==> src/rtl/capcmp_pkg.sv <==
package capcmp_pkg;

    localparam int CNT_W  = 16;
    localparam int BYTE_W = 8;
    localparam int N_FLG  = 3;

    // flag vector index; status bits [7:5] = flag vector [2:0]
    localparam int FLG_OVF = 0;
    localparam int FLG_CMP = 1;
    localparam int FLG_CAP = 2;

    typedef enum logic [3:0] {
        A_CTRL    = 4'd0,
        A_STAT    = 4'd1,
        A_CNT_HI  = 4'd2,
        A_CNT_LO  = 4'd3,
        A_LIVE_HI = 4'd4,
        A_LIVE_LO = 4'd5,
        A_CAP_HI  = 4'd6,
        A_CAP_LO  = 4'd7,
        A_CMP1_HI = 4'd8,
        A_CMP1_LO = 4'd9,
        A_CMP2_HI = 4'd10,
        A_CMP2_LO = 4'd11
    } reg_addr_e;

    typedef enum logic [1:0] {
        CS_HOLD = 2'b00,
        CS_CPU  = 2'b01,
        CS_DIV  = 2'b10,
        CS_EXT  = 2'b11
    } clk_sel_e;

    typedef struct packed {
        logic     cap_ie;
        logic     cmp_ie;
        logic     ovf_ie;
        logic     pwm;
        clk_sel_e csel;
        logic     cap_rise;
        logic     ext_rise;
    } ctrl_t;

    function automatic logic [BYTE_W-1:0] hi_byte(input logic [CNT_W-1:0] v);
        return v[CNT_W-1:BYTE_W];
    endfunction

    function automatic logic [BYTE_W-1:0] lo_byte(input logic [CNT_W-1:0] v);
        return v[BYTE_W-1:0];
    endfunction

endpackage

==> src/rtl/capcmp_edge_sync.sv <==
module capcmp_edge_sync #(
    parameter int STAGES = 2
) (
    input  logic clk,
    input  logic rst,
    input  logic pin,
    input  logic rise_sel,
    output logic edge_stb
);
    logic [STAGES-1:0] sr_q;
    logic              prev_q;
    logic              cur;

    assign cur = sr_q[STAGES-1];

    always_ff @(posedge clk) begin
        if (rst) begin
            sr_q   <= '0;
            prev_q <= 1'b0;
        end else begin
            sr_q   <= {sr_q[STAGES-2:0], pin};
            prev_q <= cur;
        end
    end

    always_comb begin
        if (rise_sel) edge_stb = cur & ~prev_q;
        else          edge_stb = ~cur & prev_q;
    end
endmodule

==> src/rtl/capcmp_prescale.sv <==
module capcmp_prescale #(
    parameter int DIV = 8
) (
    input  logic clk,
    input  logic rst,
    output logic tick
);
    localparam int W = (DIV > 2) ? $clog2(DIV) : 1;
    localparam logic [W-1:0] LAST = W'(DIV - 1);

    logic [W-1:0] div_q;

    assign tick = (div_q == LAST);

    always_ff @(posedge clk) begin
        if (rst)       div_q <= '0;
        else if (tick) div_q <= '0;
        else           div_q <= div_q + 1'b1;
    end
endmodule

==> src/rtl/capcmp_flag.sv <==
module capcmp_flag (
    input  logic clk,
    input  logic rst,
    input  logic set_ev,
    input  logic stat_rd,
    input  logic clr_acc,
    output logic flag_q,
    output logic arm_q
);
    always_ff @(posedge clk) begin
        if (rst) begin
            flag_q <= 1'b0;
            arm_q  <= 1'b0;
        end else if (set_ev) begin
            flag_q <= 1'b1;
            arm_q  <= 1'b0;
        end else if (clr_acc && arm_q) begin
            flag_q <= 1'b0;
            arm_q  <= 1'b0;
        end else if (stat_rd && flag_q) begin
            arm_q  <= 1'b1;
        end
    end
endmodule

==> src/rtl/capcmp_timer.sv <==
module capcmp_timer
    import capcmp_pkg::*;
#(
    parameter int PRESCALE_DIV = 8,
    parameter int SYNC_STAGES  = 2,
    parameter bit HAS_EXT_CLK  = 1'b1
) (
    input  logic       clk,
    input  logic       rst,
    input  logic [3:0] bus_addr,
    input  logic       bus_wr,
    input  logic       bus_rd,
    input  logic [7:0] bus_wdata,
    output logic [7:0] bus_rdata,
    input  logic       ext_clk_pin,
    input  logic       cap_pin,
    output logic       irq_cap,
    output logic       irq_cmp,
    output logic       irq_ovf
);
    localparam logic [CNT_W-1:0] CNT_MAX = '1;

    ctrl_t             ctrl_q;
    logic [CNT_W-1:0]  cnt_q, cnt_nxt, cap_q, cmp1_q, cmp2_q;
    logic [BYTE_W-1:0] cnt_lo_lat, cap_lo_lat;
    logic              div_tick, ext_stb, cap_edge, cap_stb, cnt_tick;
    logic              bus_acc, stat_rd;
    logic [N_FLG-1:0]  set_ev, clr_acc, flag_q, arm_q, flag_ie;
    reg_addr_e         addr;

    assign addr    = reg_addr_e'(bus_addr);
    assign bus_acc = bus_rd | bus_wr;
    assign stat_rd = bus_rd && (addr == A_STAT);

    // clock sources
    capcmp_prescale #(.DIV(PRESCALE_DIV)) u_presc (
        .clk  (clk),
        .rst  (rst),
        .tick (div_tick)
    );

    generate
        if (HAS_EXT_CLK) begin : g_ext
            capcmp_edge_sync #(.STAGES(SYNC_STAGES)) u_ext (
                .clk      (clk),
                .rst      (rst),
                .pin      (ext_clk_pin),
                .rise_sel (ctrl_q.ext_rise),
                .edge_stb (ext_stb)
            );
        end else begin : g_noext
            assign ext_stb = 1'b0;
        end
    endgenerate

    capcmp_edge_sync #(.STAGES(SYNC_STAGES)) u_cap (
        .clk      (clk),
        .rst      (rst),
        .pin      (cap_pin),
        .rise_sel (ctrl_q.cap_rise),
        .edge_stb (cap_edge)
    );

    always_comb begin
        unique case (ctrl_q.csel)
            CS_HOLD: cnt_tick = 1'b0;
            CS_CPU:  cnt_tick = 1'b1;
            CS_DIV:  cnt_tick = div_tick;
            default: cnt_tick = ext_stb;
        endcase
    end

    assign cnt_nxt = cnt_q + 16'd1;
    assign cap_stb = cap_edge & ~ctrl_q.pwm;

    // events
    assign set_ev[FLG_OVF] = cnt_tick && (cnt_q == CNT_MAX);
    assign set_ev[FLG_CMP] = cnt_tick && (cnt_nxt == cmp1_q);
    assign set_ev[FLG_CAP] = cap_stb ||
                             (ctrl_q.pwm && cnt_tick && (cnt_nxt == cmp2_q));

    assign clr_acc[FLG_OVF] = bus_acc && (addr == A_CNT_LO);
    assign clr_acc[FLG_CMP] = bus_acc && (addr == A_CMP1_LO);
    assign clr_acc[FLG_CAP] = bus_acc && (addr == A_CAP_LO);

    assign flag_ie = {ctrl_q.cap_ie, ctrl_q.cmp_ie, ctrl_q.ovf_ie};

    generate
        for (genvar i = 0; i < N_FLG; i++) begin : g_flag
            capcmp_flag u_flag (
                .clk     (clk),
                .rst     (rst),
                .set_ev  (set_ev[i]),
                .stat_rd (stat_rd),
                .clr_acc (clr_acc[i]),
                .flag_q  (flag_q[i]),
                .arm_q   (arm_q[i])
            );
        end
    endgenerate

    assign irq_cap = flag_q[FLG_CAP] & flag_ie[FLG_CAP];
    assign irq_cmp = flag_q[FLG_CMP] & flag_ie[FLG_CMP];
    assign irq_ovf = flag_q[FLG_OVF] & flag_ie[FLG_OVF];

    // counter and capture
    always_ff @(posedge clk) begin
        if (rst) begin
            cnt_q <= '0;
            cap_q <= '0;
        end else begin
            if (cnt_tick) cnt_q <= cnt_nxt;
            if (cap_stb)  cap_q <= cnt_q;
        end
    end

    // writable registers
    always_ff @(posedge clk) begin
        if (rst) begin
            ctrl_q <= '0;
            cmp1_q <= '1;
            cmp2_q <= '1;
        end else if (bus_wr) begin
            unique case (addr)
                A_CTRL:    ctrl_q <= ctrl_t'(bus_wdata);
                A_CMP1_HI: cmp1_q[CNT_W-1:BYTE_W] <= bus_wdata;
                A_CMP1_LO: cmp1_q[BYTE_W-1:0]     <= bus_wdata;
                A_CMP2_HI: cmp2_q[CNT_W-1:BYTE_W] <= bus_wdata;
                A_CMP2_LO: cmp2_q[BYTE_W-1:0]     <= bus_wdata;
                default:   ;
            endcase
        end
    end

    // coherent low-byte latches
    always_ff @(posedge clk) begin
        if (rst) begin
            cnt_lo_lat <= '0;
            cap_lo_lat <= '0;
        end else if (bus_rd) begin
            if (addr == A_CNT_HI) cnt_lo_lat <= lo_byte(cnt_q);
            if (addr == A_CAP_HI) cap_lo_lat <= lo_byte(cap_q);
        end
    end

    always_comb begin
        unique case (addr)
            A_CTRL:    bus_rdata = ctrl_q;
            A_STAT:    bus_rdata = {flag_q, 5'b0};
            A_CNT_HI:  bus_rdata = hi_byte(cnt_q);
            A_CNT_LO:  bus_rdata = cnt_lo_lat;
            A_LIVE_HI: bus_rdata = hi_byte(cnt_q);
            A_LIVE_LO: bus_rdata = lo_byte(cnt_q);
            A_CAP_HI:  bus_rdata = hi_byte(cap_q);
            A_CAP_LO:  bus_rdata = cap_lo_lat;
            A_CMP1_HI: bus_rdata = hi_byte(cmp1_q);
            A_CMP1_LO: bus_rdata = lo_byte(cmp1_q);
            A_CMP2_HI: bus_rdata = hi_byte(cmp2_q);
            A_CMP2_LO: bus_rdata = lo_byte(cmp2_q);
            default:   bus_rdata = '0;
        endcase
    end
endmodule

==> config.mk <==
export PLATFORM = sky130hd
export DESIGN_NAME = capcmp_timer
export DESIGN_NICKNAME = d
export VERILOG_FILES = /design/src/rtl/capcmp_pkg.sv /design/src/rtl/capcmp_edge_sync.sv /design/src/rtl/capcmp_prescale.sv /design/src/rtl/capcmp_flag.sv /design/src/rtl/capcmp_timer.sv
export SDC_FILE = /design/constraint.sdc
export NUM_CORES = 1
export LEC_CHECK = 0
export ABC_AREA = 0
export BUFFER_PORTS_ARGS = -buffer_cell sky130_fd_sc_hd__buf_2
export CAP_MARGIN = 10
export CORE_MARGIN = 5
export CORE_UTILIZATION = 65
export CTS_CLUSTER_DIAMETER = 60
export CTS_CLUSTER_SIZE = 24
export DETAILED_ROUTE_END_ITERATION = 6
export PLACE_DENSITY = 0.84
export SYNTH_ARGS = -nofsm -noshare
export SYNTH_HDL_FRONTEND = slang
export SYNTH_SLANG_ARGS = --single-unit
==> constraint.sdc <==
create_clock -name clk -period 5 [get_ports clk]
set_input_delay 1.25 -clock clk [delete_from_list [all_inputs] [get_ports clk]]
set_output_delay 1.25 -clock clk [all_outputs]
set_load 0.1 [all_outputs]
==> results.md, run 1 <==
- Commonest cells after routing, fill and taps aside: dfxtp_1, nand2_1, nor2_1
- Compound-cell area share of the yosys netlist: 10.7%
- Mux cell area share after synthesis: 11.9%
- Drt pass-1 iters: 6
- Worst hold margin: 0.450 ns
- Hold Path Sink: u_presc.div_q[0]
- Area of the multi-input gates: 3360 um2
- FFs w/ async S/R, synth: 0%
- Worst hold start: u_presc.div_q[0]
- Initial antenna violation count: 0
- Minimum clock period: 4.56 ns
- Rel. slew slack: 21.0%
- First-pass GRT wire length: 26.9 mm
- Horiz. Die Dim: 103 um
- Capturing point of the worst reg2reg path: g_flag[2].u_flag.flag_q
- Worst-path clk slew: 0.11 ns
- Max-slew violations: 0
- Final wirelength: 17.0 mm
- Area growth syn-to-layout: 6.52%
- CTS buffer count: 9
- Synth warn: 0
- F_max: 219 MHz
- Post-Synth Simple-Gate Area: 26.5%
- Hold Path Depth: 1
- FF+latch count, synth: 103
- Most common cell after layout, fill and taps aside: dfxtp_1
- Number of fill cells: 727
- Chip Height: 103 um
- Cell taking the most area after synthesis: dfxtp_1
- Layout Utilization: 69.9%
- Sequential area share after synthesis: 36.5%
- Synth top area share: 36.5%
- Arr. time, crit path: 3.31 ns
- Average cell area after synthesis: 8.48 um2
- Buf/Inv on CP: 3
- Post-DP HPWL: 12.5 mm
- Setup crit start kind: input port
- Largest family of logic cells by synthesized area: simple AND/OR/NAND/NOR gates
- Final Hold Viols: 0
- Power Total: 1.63 mW
- Status: finished, final reports clean
- Post-route DRC: 0
- Post-route cell area: 6010 um2
- Clk sinks: 103
- Worst R2R Setup Slack: 1.57 ns
- Wire per inst: 21.9 um
- Final worst path period share: 91.3%
- Gr ovfl total: 0
- Rows: 34
- Overall routing resource usage: 33.9%
- Post-Synth XOR/XNOR Area: 9.76%
- Antenna cells: 0
- Critical path depth in cells: 7
- Setup CP Type: input port to primary output
- Mapped Area: 5640 um2
- Via count: 5,024
- Clock skew: 0.0111 ns
- Initial Utilization: 65.7%
- H-tree depth: 3
- Cell variety after synth: 65
- Final net count: 686
- Hold Buf Count CTS: 0
- Share of cells above drive strength 1: 11.2%
- Post-route ant nets: 0
- I/O pin cnt: 29
- CTS resizes: 0
- CORE AREA: 8590 um2
- Largest net degree at the start of global routing: 71
- Placed cell area: 5780 um2
- Post-CTS setup buffers: 0
- Max Cap Viol: 0
- EDFF count, synth: 0
- LEAKAGE: 2.36 nW
- Vias in the first global route: 4,761
- Die area: 10,600 um2
- Critical Path Fanout Max: 24
- CP dominant cell by count: buf_2
- CP top delay family: buffers and inverters
- Hold Path Class: flip-flop to flip-flop
- Final Wtd Congestion: 0.996
- Vias/cell: 6.46
- CP max-delay cell: nor3_1
- Crit-path cells: buf_2 -> buf_4 -> nor3_1 -> a221o_1 -> a21oi_1 -> o21ai_1 -> buf_2
- Final TNS setup: 0 ns
- Worst skew pair latency: 0.37 ns
- Synth Area in Adders: 0.665%
- Worst ir drop on vdd: 0.238 mV
- Worst EP required: 3.75 ns
- Post-Syn Instances: 665
- RSZ-0062 raised after global routing: false
- R2R Path Start: cnt_q[0]
- Worst path max stage delay: 0.70 ns
- Post-Synthesis Net Count: 686
- Critical Path End Type: primary output
- Seq. cell area: 2060 um2
- Worst Max-Slew Pin Slew: 1.18 ns
- Synth area leaders: dfxtp_1, mux2i_1, nand2_1
- I/O Buffers: 28
- CTS tree: done
- R2R depth: 7
- Power density over cell area: 271 nW/um2
- Longest Clk Path Bufs: 2
- CTS Root Cell: clkbuf_8
- DRT iter0 DRCs: 598
- Post-synth top flop: dfxtp_1
- Final setup viols: 0
==> kinds of logic (layout without fill, tap and decap cells) <==
family / Yosys count / count (layout)
adder cells (fa/ha/maj): 3 / 3
AO/OA/AOI/OAI: 87 / 87
AND/OR/NAND/NOR: 297 / 297
XOR/XNOR: 55 / 55
buffers and inverters: 54 / 59
flip-flops: 103 / 103
multiplexers: 66 / 66
==> worst max-delay path by stage <==
stage	startpoint	end	slack (ns)
4_1_cts	bus_addr[0]	bus_rdata[7]	0.50
5_1_grt	bus_addr[0]	bus_rdata[0]	0.41
3_3_place_gp	bus_addr[0]	bus_rdata[7]	0.50
6_report	bus_addr[0]	bus_rdata[7]	0.44
2_1_floorplan	bus_addr[0]	bus_rdata[2]	0.06
3_5_place_dp	bus_addr[0]	bus_rdata[7]	0.50
==> routing by layer <==
metal	up-vias	part of all wire (%)	track usage, %
met5	-	0	0
met4	0	4.1	13.6
met3	43	10	7.24
met2	293	44	51.9
met1	2364	42	46.7
li1	2324	-	-
==> through the flow <==
stage | setup WS [ns] | instances
4_1_cts | 0.496 | 778
3_3_place_gp | 0.497 | 762
3_5_place_dp | 0.499 | 762
6_report | 0.435 | 778
2_1_floorplan | 0.0589 | 665
5_1_grt | 0.407 | 778
==> registers in the layout, indices dropped and copies added, names as in the netlist <==
| register | cells |
|---|---|
| cap_lo_lat | 8 |
| cap_q | 16 |
| cmp1_q | 16 |
| cmp2_q | 16 |
| cnt_lo_lat | 8 |
| cnt_q | 16 |
| ctrl_q | 8 |
| g_ext.u_ext.prev_q | 1 |
| g_ext.u_ext.sr_q | 2 |
| g_flag.u_flag.arm_q | 3 |
| g_flag.u_flag.flag_q | 3 |
| u_cap.prev_q | 1 |
| u_cap.sr_q | 2 |
| u_presc.div_q | 3 |
==> synthesized netlist by cell type, drive strengths merged, types with 3 or more instances <==
library cell    n
a22oi           5
inv             7
a211oi          6
xnor3           5
buf            19
xnor2          30
a221o           3
nor2b          15
a221oi          4
dfxtp         103
and4            4
a21oi          19
nor4            5
mux2i          59
o211ai          4
xor2           20
nand2          87
nor3b           8
a32oi           3
a22o            5
nand4          11
nor3           17
and2            5
nand3b          5
o21ai          18
nand2b          4
and3           10
clkbuf         27
nor2           84
ha              3
mux2            7
nand3          33
==> power breakdown <==
part / internal (mW) / switching, mW
combinational: 0.0459 / 0.119
sequential: 0.830 / 0.0130
clock: 0.295 / 0.324
total: 1.17 / 0.455
==> layout make-up <==
cell class | count | share of cell area (%)
Multi-Input combinational cell | 508 | 55.9
Sequential cell | 103 | 34.3
Timing Repair Buffer | 35 | 3.21
Tap cell | 108 | 2.25
Clock buffer | 9 | 2.06
Clock inverter | 7 | 1.81
Inverter | 8 | 0.500
Note: power is estimated with default switching activity, not from simulation.
==> run 2: changes to the inputs <==
Settings changed: CELL_PAD_IN_SITES_DETAIL_PLACEMENT set to 1, CELL_PAD_IN_SITES_GLOBAL_PLACEMENT set to 1, CORE_UTILIZATION 65 to 51, PLACE_DENSITY 0.84 to unset, PLACE_DENSITY_LB_ADDON set to 0.1.
==> results.md, run 2 (synthesis gave the netlist of run 1 again) <==
- Post-route DRC: 0 (unchanged)
- Layout Utilization: 55.1% (-15 points)
- H-tree depth: 3 (unchanged)
- CTS buffer count: 9 (unchanged)
- Crit-path cells: buf_2 -> nand2_1 -> nor3_1 -> a221o_1 -> a211oi_1 -> o21ai_1 -> buf_2
- Critical Path End Type: primary output
- Clock skew: 0.0105 ns (-0.000593 ns)
- Rows: 38 (+12%)
- Initial antenna violation count: 0 (unchanged)
- Power density over cell area: 251 nW/um2 (-7.3%)
- Worst skew pair latency: 0.40 ns (+0.03 ns)
- DRT iter0 DRCs: 407 (-32%)
- CORE AREA: 10,800 um2 (+26%)
- Vias/cell: 6.20 (-3.9%)
- Placement Setup Slack: 0.313 ns (-0.186 ns)
- Longest Clk Path Bufs: 2 (unchanged)
- Placed cell area: 5800 um2 (+0.43%)
- Minimum clock period: 4.72 ns (+0.157 ns)
- Gr ovfl total: 0 (unchanged)
- Post-CTS setup buffers: 0 (unchanged)
- Most common cell after layout, fill and taps aside: dfxtp_1
- First-pass GRT wire length: 30.3 mm (+13%)
- Worst path max stage delay: 0.54 ns (-0.16 ns)
- Max Cap Viol: 0 (unchanged)
- Arr. time, crit path: 3.47 ns (+0.16 ns)
- Worst R2R Setup Slack: 1.62 ns (+0.05 ns)
- Area growth syn-to-layout: 5.90%
- Final worst path period share: 94.4% (+3.1 points)
- Final wirelength: 19.1 mm (+12%)
- Final TNS setup: 0 ns (unchanged)
- Largest net degree at the start of global routing: 71 (unchanged)
- Final Hold Viols: 0 (unchanged)
- LEAKAGE: 2.32 nW (-1.9%)
- Max-slew violations: 0 (unchanged)
- Chip Height: 115 um (+12%)
- CTS Root Cell: clkbuf_8
- I/O pin cnt: 29 (unchanged)
- Final Wtd Congestion: 0.933 (-6.3%)
- Worst ir drop on vdd: 0.314 mV (+32%)
- F_max: 212 MHz (-3.3%)
- Overall routing resource usage: 30.3% (-3.6 points)
- Post-route ant nets: 0 (unchanged)
- Hold Path Class: flip-flop to flip-flop
- Share of cells above drive strength 1: 10.8% (-0.42 points)
- CP max-delay cell: nor3_1
- RSZ-0062 raised after global routing: false
- Final setup viols: 0 (unchanged)
- Vias in the first global route: 5,249 (+10%)
- Drt pass-1 iters: 5 (-1)
- Worst EP required: 3.75 ns (about the same)
- Inst Count DP: 792 (+3.9%)
- Hold Buf Count CTS: 0 (unchanged)
- CTS resizes: 0 (unchanged)
- Worst Max-Slew Pin Slew: 1.28 ns (+0.0918 ns)
- Worst-path clk slew: 0.09 ns (-0.02 ns)
- CTS tree: done
- Final setup margin: 0.278 ns (-0.157 ns)
- Final net count: 684 (-0.29%)
- I/O Buffers: 28 (unchanged)
- Setup crit start kind: input port
- Status: finished, final reports clean
- Number of fill cells: 1,287 (+77%)
- Horiz. Die Dim: 115 um (+12%)
- Worst hold margin: 0.449 ns (-0.000770 ns)
- Via count: 5,013 (-0.22%)
- Critical Path Fanout Max: 31 (+29%)
- Die area: 13,300 um2 (+25%)
- Rel. slew slack: 14.9% (-6.1 points)
- Initial Utilization: 52.0% (-14 points)
- Wire per inst: 23.7 um (+8.0%)
- CP dominant cell by count: buf_2
- Post-route cell area: 5970 um2 (-0.58%)
- Post-DP HPWL: 14.0 mm (+13%)
- Clk sinks: 103 (unchanged)
- Antenna cells: 0 (unchanged)
- Finished Layout Cells: 808 (+3.9%)
- Setup CP Type: input port to primary output
- Commonest cells after routing, fill and taps aside: dfxtp_1, nand2_1, nor2_1
- Power Total: 1.50 mW (-7.8%)
[run 2: metal layers]
| layer | part of all wire (%) | wire, um | vias to the layer above | GRT usage [%] |
|---|---|---|---|---|
| met5 | 0 | 0 | - | 0 |
| met4 | 1.9 | 363 | 0 | 9.55 |
| met3 | 5.6 | 1060 | 22 | 5.42 |
| met2 | 48 | 9220 | 154 | 50.8 |
| met1 | 44 | 8460 | 2520 | 39.7 |
| li1 | - | - | 2317 | - |
[run 2: layout make-up]
class / count / area [um2] / area share, %
sequential: 103 / 2060 / 34.5
timing repair buffer: 33 / 178 / 2.97
multi-input combinational: 508 / 3360 / 56.2
clock buffer: 10 / 128 / 2.14
clock inverter: 6 / 45.0 / 0.754
tap: 140 / 175 / 2.93
inverter: 8 / 30.0 / 0.503
[run 2: worst paths after layout]
kind / endpoint / cells past startpoint / start
min: u_presc.div_q[0] / 1 / u_presc.div_q[0]
min reg2reg: u_presc.div_q[0] / 1 / u_presc.div_q[0]
max reg2reg: g_flag[1].u_flag.arm_q / 7 / cnt_q[0]
max: bus_rdata[3] / 7 / bus_addr[1]
[run 2: critical path: cells and delay by family]
| kind | cells | cell delay, ns |
|---|---|---|
| buffers and inverters | 2 | 0.93 |
| and+or+nand+nor | 2 | 0.80 |
| AOI/OAI and AO/OA | 3 | 0.49 |
[run 2: where the power goes]
part	switching, mW	leakage (nW)	internal (mW)
sequential	0.0141	0.834	0.830
clock	0.305	0.0846	0.185
combinational	0.120	1.40	0.0454
total	0.439	2.32	1.06
==> run 3: changes to the inputs <==
Settings changed: CAP_MARGIN 10 to unset, PLACE_DENSITY set to 0.83, PLACE_DENSITY_LB_ADDON 0.1 to unset.
==> results.md, run 3 (synthesis gave the netlist of run 1 again) <==
- Status: finished, final reports clean
- Share of cells above drive strength 1: 10.9% (+0.13 points)
- CTS buffer count: 9 (unchanged)
- Hold Path Class: flip-flop to flip-flop
- First-pass GRT wire length: 30.2 mm (-0.43%)
- CORE AREA: 10,800 um2 (unchanged)
- Final net count: 685 (+0.15%)
- Worst EP required: 3.75 ns (about the same)
- Largest net degree at the start of global routing: 71 (unchanged)
- Critical Path Fanout Max: 31 (unchanged)
- Post-DP HPWL: 14.0 mm (-0.63%)
- Critical Path End Type: primary output
- Area growth syn-to-layout: 6.21%
- Inst Count DP: 793 (+0.13%)
- Worst ir drop on vdd: 0.273 mV (-13%)
- Commonest cells after routing, fill and taps aside: dfxtp_1, nand2_1, nor2_1
- Longest Clk Path Bufs: 2 (unchanged)
- Overall routing resource usage: 30.1% (-0.20 points)
- Post-route ant nets: 0 (unchanged)
- Post-route cell area: 5990 um2 (+0.29%)
- Horiz. Die Dim: 115 um (unchanged)
- Worst path max stage delay: 0.56 ns (+0.02 ns)
- Number of fill cells: 1,322 (+2.7%)
- Setup CP Type: input port to primary output
- Finished Layout Cells: 809 (+0.12%)
- Placement Setup Slack: 0.373 ns (+0.0599 ns)
- Power density over cell area: 252 nW/um2 (+0.47%)
- Area of the multi-input gates: 3360 um2 (unchanged)
- Max Cap Viol: 0 (unchanged)
- Gr ovfl total: 0 (unchanged)
- Final Hold Viols: 0 (unchanged)
- Clk sinks: 103 (unchanged)
- Final TNS setup: 0 ns (unchanged)
- Post-route DRC: 0 (unchanged)
- Final setup viols: 0 (unchanged)
- Placed cell area: 5810 um2 (+0.13%)
- Initial Utilization: 52.0% (unchanged)
- CTS Root Cell: clkbuf_8
- CP dominant cell by count: buf_2
- Post-CTS setup buffers: 0 (unchanged)
- Final Wtd Congestion: 0.976 (+4.7%)
- Most common cell after layout, fill and taps aside: dfxtp_1
- Crit-path cells: buf_2 -> nand2_1 -> nor3_1 -> a221o_1 -> a211oi_1 -> o21ai_1 -> buf_2
- Clock skew: 0.0110 ns (+0.000543 ns)
- Vias/cell: 6.28 (+1.3%)
- DRT iter0 DRCs: 455 (+12%)
- Drt pass-1 iters: 5 (unchanged)
- Final wirelength: 18.9 mm (-1.2%)
- LEAKAGE: 2.33 nW (+0.52%)
- Final worst path period share: 94.4% (about the same)
- Vias in the first global route: 5,251 (+0.038%)
- RSZ-0062 raised after global routing: false
- Worst Max-Slew Pin Slew: 1.20 ns (-0.0713 ns)
- I/O Buffers: 28 (unchanged)
- Final setup margin: 0.282 ns (+0.00367 ns)
- Seq. cell area: 2060 um2 (unchanged)
- Worst skew pair latency: 0.39 ns (about the same)
- Rel. slew slack: 19.7% (+4.8 points)
- Setup crit start kind: input port
- Arr. time, crit path: 3.47 ns (about the same)
- Wire per inst: 23.3 um (-1.3%)
- H-tree depth: 3 (unchanged)
- CP max-delay cell: nor3_1
- I/O pin cnt: 29 (unchanged)
- Layout Utilization: 55.3% (+0.16 points)
- Power Total: 1.51 mW (+0.76%)
- Rows: 38 (unchanged)
- CTS tree: done
- Chip Height: 115 um (unchanged)
- Max-slew violations: 0 (unchanged)
- F_max: 212 MHz (about the same)
- Hold Buf Count CTS: 0 (unchanged)
- Initial antenna violation count: 0 (unchanged)
- Minimum clock period: 4.72 ns (-0.00367 ns)
- Via count: 5,082 (+1.4%)
- Die area: 13,300 um2 (unchanged)
- Worst-path clk slew: 0.10 ns (about the same)
- Antenna cells: 0 (unchanged)
- Worst hold margin: 0.454 ns (+0.00558 ns)
- CTS resizes: 0 (unchanged)
- CP top delay family: buffers and inverters
- Buf/Inv on CP: 2 (unchanged)
-- run 3: worst paths after layout --
check                     start                       to  slack [ns]  cells after the start
hold reg to reg   u_cap.sr_q[0]            u_cap.sr_q[1]        0.45                      1
setup / recovery    bus_addr[1]             bus_rdata[0]        0.28                      7
hold / removal    u_cap.sr_q[0]            u_cap.sr_q[1]        0.45                      1
setup reg to reg       cnt_q[0]  g_flag[2].u_flag.flag_q        1.71                      7
-- run 3: per-layer routing --
metal	global-route usage [%]	up-vias	part of all wire (%)
met2	48.7	166	47
met4	14.1	0	4.2
li1	-	2327	-
met3	6.37	56	6.0
met5	0	-	0
met1	38.4	2533	43
-- run 3: final cells by class --
cell class	instances	area share (%)
inverters	8	0.501
clock inverters	5	0.689
well taps	140	2.92
multi-input cells	508	56.0
repair buffers	34	3.09
clock buffers	11	2.36
flip-flops and latches	103	34.4
-- run 3: worst register-to-register path, stage by stage (launching register included) --
cell	delay (ns)
dfxtp_1	0.70
ha_1	0.39
nand3_1	0.42
nor2_1	0.39
o2111ai_1	0.16
or4_1	0.46
nor4_2	0.51
a31o_1	0.22
-- run 3: report_power, final --
| group | internal (mW) | switching, mW | total, mW | leakage [nW] |
|---|---|---|---|---|
| registers | 0.830 | 0.0136 | 0.844 | 0.834 |
| clock network | 0.200 | 0.300 | 0.500 | 0.0918 |
| logic | 0.0460 | 0.121 | 0.167 | 1.40 |
